### src/rtl/scan_agen_pkg.sv
package scan_agen_pkg;
   typedef enum logic {ST_IDLE, ST_SCAN} scan_state_t;

   localparam int unsigned IDX_W      = 3;
   localparam int unsigned IDX_BASE   = 0;
   localparam int unsigned IDX_LIMIT  = 1;
   localparam int unsigned IDX_STRIDE = 2;
   localparam int unsigned IDX_MAXCNT = 3;
   localparam int unsigned IDX_BSLIDE = 4;
   localparam int unsigned IDX_LSLIDE = 5;
   localparam int unsigned IDX_SWEEPS = 6;
   localparam int unsigned N_WIDE     = 5;
endpackage

### src/rtl/scan_agen_cfg.sv
module scan_agen_cfg import scan_agen_pkg::*; #(
   parameter int AW = 16,
   parameter int CW = 8
) (
   input  logic             clk,
   input  logic             rst_n,
   input  logic             wr,
   input  logic [IDX_W-1:0] idx,
   input  logic [AW-1:0]    data,
   output logic [AW-1:0]    base,
   output logic [AW-1:0]    limit,
   output logic [AW-1:0]    stride,
   output logic [AW-1:0]    bslide,
   output logic [AW-1:0]    lslide,
   output logic [CW-1:0]    maxcnt,
   output logic [CW-1:0]    sweeps
);
   localparam int unsigned WIDE_IDX [N_WIDE] =
      '{IDX_BASE, IDX_LIMIT, IDX_STRIDE, IDX_BSLIDE, IDX_LSLIDE};

   logic [AW-1:0] wide_q [N_WIDE];
   logic [CW-1:0] maxcnt_q, sweeps_q;

   for (genvar g = 0; g < N_WIDE; g++) begin : g_wide
      always_ff @(posedge clk or negedge rst_n) begin
         if (!rst_n)
            wide_q[g] <= '0;
         else if (wr && (idx == IDX_W'(WIDE_IDX[g])))
            wide_q[g] <= data;
      end
   end

   always_ff @(posedge clk or negedge rst_n) begin
      if (!rst_n) begin
         maxcnt_q <= '0;
         sweeps_q <= '0;
      end else if (wr) begin
         if (idx == IDX_W'(IDX_MAXCNT)) maxcnt_q <= data[CW-1:0];
         if (idx == IDX_W'(IDX_SWEEPS)) sweeps_q <= data[CW-1:0];
      end
   end

   assign base   = wide_q[0];
   assign limit  = wide_q[1];
   assign stride = wide_q[2];
   assign bslide = wide_q[3];
   assign lslide = wide_q[4];
   assign maxcnt = maxcnt_q;
   assign sweeps = sweeps_q;
endmodule

### src/rtl/scan_agen_slider.sv
module scan_agen_slider #(
   parameter int AW = 16
) (
   input  logic          clk,
   input  logic          rst_n,
   input  logic          load,
   input  logic [AW-1:0] init,
   input  logic [AW-1:0] step,
   input  logic          slide,
   output logic [AW-1:0] value,
   output logic [AW-1:0] nxt
);
   logic [AW-1:0] val_q, step_q;

   assign nxt   = val_q + step_q;
   assign value = val_q;

   always_ff @(posedge clk or negedge rst_n) begin
      if (!rst_n) begin
         val_q  <= '0;
         step_q <= '0;
      end else if (load) begin
         val_q  <= init;
         step_q <= step;
      end else if (slide) begin
         val_q  <= nxt;
      end
   end
endmodule

### src/rtl/scan_agen_stepper.sv
module scan_agen_stepper #(
   parameter int AW = 16,
   parameter int CW = 8
) (
   input  logic          clk,
   input  logic          rst_n,
   input  logic          load,
   input  logic [AW-1:0] load_addr,
   input  logic [AW-1:0] stride,
   input  logic [CW-1:0] maxcnt,
   input  logic          restart,
   input  logic [AW-1:0] restart_addr,
   input  logic          step,
   input  logic [AW-1:0] limit,
   output logic [AW-1:0] addr,
   output logic          last
);
   localparam int XW = AW + 2;

   logic [AW-1:0] addr_q, da_q;
   logic [CW-1:0] cnt_q, max_q;
   logic signed [XW-1:0] nxt_x, lim_x;
   logic cnt_done, crosses;

   assign nxt_x = $signed({2'b00, addr_q}) + $signed({{2{da_q[AW-1]}}, da_q});
   assign lim_x = $signed({2'b00, limit});

   always_comb begin
      if (da_q[AW-1])
         crosses = nxt_x < lim_x;
      else if (da_q != '0)
         crosses = nxt_x > lim_x;
      else
         crosses = 1'b0;
   end

   assign cnt_done = cnt_q >= max_q;
   assign last     = cnt_done || crosses;
   assign addr     = addr_q;

   always_ff @(posedge clk or negedge rst_n) begin
      if (!rst_n) begin
         addr_q <= '0;
         da_q   <= '0;
         cnt_q  <= '0;
         max_q  <= '0;
      end else if (load) begin
         addr_q <= load_addr;
         da_q   <= stride;
         cnt_q  <= CW'(1);
         max_q  <= (maxcnt == '0) ? CW'(1) : maxcnt;
      end else if (restart) begin
         addr_q <= restart_addr;
         cnt_q  <= CW'(1);
      end else if (step) begin
         addr_q <= nxt_x[AW-1:0];
         cnt_q  <= cnt_q + CW'(1);
      end
   end
endmodule

### src/rtl/scan_agen.sv
module scan_agen import scan_agen_pkg::*; #(
   parameter int AW = 16,
   parameter int CW = 8
) (
   input  logic             clk,
   input  logic             rst_n,
   input  logic             cfg_wr,
   input  logic [IDX_W-1:0] cfg_idx,
   input  logic [AW-1:0]    cfg_data,
   input  logic             start,
   input  logic             adv,
   output logic [AW-1:0]    addr,
   output logic             addr_vld,
   output logic             exec_end
);
   if (AW < 4) begin : g_bad_aw
      $error("scan_agen: AW must be at least 4");
   end
   if (CW < 1 || CW > AW) begin : g_bad_cw
      $error("scan_agen: CW must lie in 1..AW");
   end

   logic [AW-1:0] cfg_base, cfg_limit, cfg_stride, cfg_bslide, cfg_lslide;
   logic [CW-1:0] cfg_maxcnt, cfg_sweeps;

   scan_state_t   state_q;
   logic [CW-1:0] left_q;
   logic          end_q;
   logic          go, fire, sweep_last, final_sweep, slide;
   logic [AW-1:0] base_cur, base_nxt, lim_cur, lim_nxt;

   scan_agen_cfg #(.AW(AW), .CW(CW)) u_cfg (
      .clk(clk), .rst_n(rst_n), .wr(cfg_wr), .idx(cfg_idx), .data(cfg_data),
      .base(cfg_base), .limit(cfg_limit), .stride(cfg_stride),
      .bslide(cfg_bslide), .lslide(cfg_lslide),
      .maxcnt(cfg_maxcnt), .sweeps(cfg_sweeps)
   );

   assign go          = start && (state_q == ST_IDLE);
   assign fire        = (state_q == ST_SCAN) && adv;
   assign final_sweep = (left_q == CW'(1));
   assign slide       = fire && sweep_last && !final_sweep;

   scan_agen_slider #(.AW(AW)) u_base (
      .clk(clk), .rst_n(rst_n), .load(go), .init(cfg_base), .step(cfg_bslide),
      .slide(slide), .value(base_cur), .nxt(base_nxt)
   );

   scan_agen_slider #(.AW(AW)) u_limit (
      .clk(clk), .rst_n(rst_n), .load(go), .init(cfg_limit), .step(cfg_lslide),
      .slide(slide), .value(lim_cur), .nxt(lim_nxt)
   );

   scan_agen_stepper #(.AW(AW), .CW(CW)) u_step (
      .clk(clk), .rst_n(rst_n),
      .load(go), .load_addr(cfg_base), .stride(cfg_stride), .maxcnt(cfg_maxcnt),
      .restart(slide), .restart_addr(base_nxt),
      .step(fire && !sweep_last), .limit(lim_cur),
      .addr(addr), .last(sweep_last)
   );

   always_ff @(posedge clk or negedge rst_n) begin
      if (!rst_n) begin
         state_q <= ST_IDLE;
         left_q  <= '0;
         end_q   <= 1'b0;
      end else begin
         end_q <= 1'b0;
         if (go) begin
            state_q <= ST_SCAN;
            left_q  <= (cfg_sweeps == '0) ? CW'(1) : cfg_sweeps;
         end else if (fire && sweep_last) begin
            if (final_sweep) begin
               state_q <= ST_IDLE;
               end_q   <= 1'b1;
            end else begin
               left_q <= left_q - CW'(1);
            end
         end
      end
   end

   assign addr_vld = (state_q == ST_SCAN);
   assign exec_end = end_q;
endmodule

### config.mk
export PLATFORM = sky130hd
export DESIGN_NAME = scan_agen
export DESIGN_NICKNAME = d
export VERILOG_FILES = /design/src/rtl/scan_agen_pkg.sv /design/src/rtl/scan_agen_cfg.sv /design/src/rtl/scan_agen_slider.sv /design/src/rtl/scan_agen_stepper.sv /design/src/rtl/scan_agen.sv
export SDC_FILE = /design/constraint.sdc
export NUM_CORES = 1
export LEC_CHECK = 0
export BUFFER_PORTS_ARGS = -buffer_cell sky130_fd_sc_hd__buf_2
export CAP_MARGIN = 20
export CORE_MARGIN = 1.5
export CORE_UTILIZATION = 45
export DETAILED_ROUTE_END_ITERATION = 8
export PLACE_DENSITY = 0.58
export SLEW_MARGIN = 10
export SYNTH_ARGS = -nofsm -noshare
export SYNTH_HDL_FRONTEND = slang
export SYNTH_SLANG_ARGS = --single-unit
### constraint.sdc
create_clock -name clk -period 6.3 [get_ports clk]
set_clock_uncertainty 0.1 [all_clocks]
set_input_delay 0.315 -clock clk [delete_from_list [all_inputs] [get_ports clk]]
set_output_delay 0.315 -clock clk [all_outputs]
set_load 0.02 [all_outputs]
==> insert_results.sql <==
INSERT INTO impl_metrics (metric_group, metric, value, unit) VALUES
('synthesis', 'count_of_flip_flops_with_a_built_in_enable_after_synthesis', '0', ''),
('clock_tree', 'insertion_delay', '520', 'ps'),
('drt', 'routed_wirelength', '29.2', 'mm'),
('clock_tree', 'numCtsBuffers', '25', ''),
('setup_path', 'crit-reg2reg-launch', 'u_step.addr[1]', ''),
('placed_design', 'port-buffer-count', '41', ''),
('synthesis', 'synth_ff_type', 'dfrtp_1', ''),
('setup_path', 'worstSetupStartpointType', 'register', ''),
('synthesis', 'yosys_register_bits', '218', ''),
('setup_path', 'critical_path_class', 'reg -> reg', ''),
('timing', 'slew_viol_final', '0', ''),
('drt', 'drcViolationCount', '0', ''),
('setup_path', 'critical_path.endpoint_type', 'register', ''),
('global_route', 'maximum_number_of_pins_on_one_net_before_global_route_repair', '91', ''),
('timing', 'final.hold.worst_slack', '37.6', 'ps'),
('timing', 'post-route-period-util', '0.851', ''),
('setup_path', 'critical_path.max_fanout', '16', ''),
('timing', 'timing.slew.headroom', '0.297', ''),
('timing', 'finalSetupTns', '0', 'ps'),
('synthesis', 'synth-warning-count', '0', ''),
('power', 'irDropWorstVdd', '0.312', 'mV'),
('clock_tree', 'h-tree-depth', '1', ''),
('synthesis', 'synthTopCellsByArea', 'dfrtp_1 (47%), mux2_2 (9.5%), ha_1 (8.0%)', ''),
('timing', 'post_layout_minimum_cycle_time', '5360', 'ps'),
('global_route', 'number_of_global_route_vias_before_repair', '8191', ''),
('finish', 'mostFrequentLayoutCell', 'dfrtp_1', ''),
('drt', 'vias', '8260', ''),
('finish', 'mostFrequentLayoutCells', 'dfrtp_1 (218), nand2_1 (193), mux2_2 (97), ha_1 (74), inv_1 (46)', ''),
('die', 'fp.dieW', '163', 'µm'),
('finish', 'n_antenna_cell', '0', ''),
('job', 'max_cap_violations', '0', ''),
('clock_tree', 'cts_buffer_depth', '3', ''),
('timing', 'finalWorstSetupSlack', '936', 'ps'),
('min_path', 'hold_path.startpoint', 'cfg_data[12]', ''),
('synthesis', 'asyncSetResetFlopFracSynth', '1.00', ''),
('global_route', 'grt_antenna_before_repair', '0', ''),
('power', 'power', '7.84', 'mW'),
('finish', 'multi_input_area', '5750', 'µm²'),
('placed_design', 'dp_hpwl', '20.7', 'mm'),
('power', 'power_leakage', '6.19', 'nW'),
('synthesis', 'mappedNetlistNets', '1185', ''),
('min_path', 'hold_path_class', 'in -> reg', ''),
('placed_design', 'pre_cts_slack', '924', 'ps'),
('status', 'outcome', 'completed', ''),
('placed_design', 'routabilityCongestion', '0.880', ''),
('timing', 'timing_hold_violations_final', '0', ''),
('die', 'core_area', '25200', 'µm²'),
('die', 'die_area', '26600', 'µm²'),
('die', 'die_height', '163', 'µm'),
('synthesis', 'syn_area', '11500', 'µm²'),
('setup_path', 'crit_start', 'u_step.addr[1]', ''),
('die', 'num_rows', '58', ''),
('global_route', 'grt_resource_usage_total', '0.227', ''),
('timing', 'finalSetupViolations', '0', ''),
('drt', 'route.detailed.wl_per_inst', '19.7', 'µm'),
('global_route', 'grt_pass1_wl', '46.4', 'mm'),
('global_route', 'globalRouteOverflowTotal', '0', ''),
('setup_path', 'worst-endpoint-required', '6600', 'ps'),
('drt', 'final_antenna_net_count', '0', ''),
('clock_tree', 'clock_tree_from_tritoncts', 'done', ''),
('finish', 'areaGrowthSynthToFinish', '13.0', '%'),
('clock_tree', 'clkSlewWorstSetupHoldPaths', '60', 'ps'),
('setup_path', 'max_stage_delay', '500', 'ps'),
('setup_path', 'worst_path_cell_with_the_longest_stage_delay', 'o21ai_2', ''),
('synthesis', 'synth.largest_area_cell', 'dfrtp_1', ''),
('die', 'boundaryPins', '42', ''),
('timing', 'maxClockFrequency', '0.186', 'GHz'),
('clock_tree', 'root_buffer', 'clkbuf_16', ''),
('power', 'power-per-cell-area', '601', 'nW/µm²'),
('timing', 'rsz_0062_raised_after_global_routing', 'no', ''),
('finish', 'design.final.nets', '1233', '');
-- cell usage after synthesis (4+ instances only) --
master and number:
xnor2_1 32, nand2_1 193, and2_1 11, inv_1 46, nor3b_1 4, nor2b_1 8
a21oi_1 30, o221ai_1 5, nor3_1 16, o21a_1 18, o21ai_1 10, nor4_1 10
buf_4 4, a21o_1 20, a22oi_1 14, a211o_1 7, dfrtp_1 218, xor2_1 11
ha_1 74, a211oi_1 11, nand3_1 15, clkbuf_1 22, o32a_1 6, a2bb2oi_1 4
o22a_1 5, o21bai_1 6, buf_1 4, mux2_2 97, o21ai_0 44, nor2_1 39
or3_1 5, o211ai_1 6, nand2b_1 10, nand4_1 5, a221o_1 8, and3_1 4
nand4b_1 4
-- final timing paths --
path | endpoint | slack (ps) | cells past startpoint
max in group asynchronous | u_cfg.base[15] | 4460 | 3
worst max-delay path | u_step.addr[9] | 940 | 18
worst max register to register | u_step.addr[9] | 940 | 18
worst min-delay path | u_cfg.stride[12] | 40 | 2
min in group asynchronous | u_cfg.maxcnt[3] | 290 | 2
worst min register to register | u_limit.step_q[2] | 360 | 2
-- power breakdown --
| part | switching [mW] | internal (mW) | leakage (nW) | total [mW] |
|---|---|---|---|---|
| combinational | 2.34 | 1.69 | 3.02 | 4.03 |
| sequential | 0.353 | 1.89 | 2.74 | 2.24 |
| clock | 0.565 | 1.00 | 0.433 | 1.57 |
| total | 3.26 | 4.58 | 6.19 | 7.84 |
-- kinds of logic after synthesis --
logic type,after synthesis,synth area share
DFF,218,0.473
muxes,99,0.0965
buffers and inverters,82,0.0303
adders and majority gates,77,0.0855
and+or+nand+nor,333,0.131
AOI/OAI and AO/OA,232,0.151
xor gates and xnor gates,43,0.0327
-- cell type report --
cell class / count / area share
Clock buffer: 37 / 0.0561
Clock inverter: 7 / 0.0125
Inverter: 46 / 0.0132
Multi-Input combinational cell: 784 / 0.442
Sequential cell: 218 / 0.419
Tap cell: 330 / 0.0317
Timing Repair Buffer: 57 / 0.0264
-- layer usage --
layer  global-route usage  up-vias  wire (µm)
met2                0.347      137      12900
li1                     -     3965          -
met5                    0        -          0
met1                0.344     4121      14800
met4               0.0525        0        480
met3               0.0267       37       1040
-- through the flow --
step                      cell area, µm²   util  std cells
after CTS                          13000  0.517       1478
final                              13000  0.518       1479
after global placement             12100  0.481       1432
after floorplan                    11500      -       1084
after detailed placement           12100  0.481       1432
after global routing               13000  0.518       1479
-- registers in the layout, indices dropped and copies added, names as in the netlist --
signal / flops
u_limit.step_q: 16
u_step.addr: 16
u_cfg.limit: 16
u_cfg.lslide: 16
u_limit.value: 16
u_base.step_q: 16
u_cfg.maxcnt: 8
u_cfg.stride: 16
u_cfg.base: 16
u_base.value: 16
addr_vld: 1
u_cfg.bslide: 16
u_step.cnt_q: 8
u_step.da_q: 16
u_cfg.sweeps: 8
left_q: 8
exec_end: 1
u_step.max_q: 8
-- critical path, delay by kind of cell (launching register included) --
| kind | cells | cell delay (ps) |
|---|---|---|
| fa+ha+maj | 2 | 600 |
| mux | 1 | 400 |
| flops | 1 | 410 |
| xor+xnor | 1 | 210 |
| simple gates | 4 | 940 |
| compound gates | 10 | 2590 |
-- what timing repair did --
item | CTS | global route
hold endpoints to repair | 87 | 0
buffers inserted | 0 | 0
hold buffers | 2 | 0
resized for setup | 0 | 0
(Power assumes the default switching activity.)
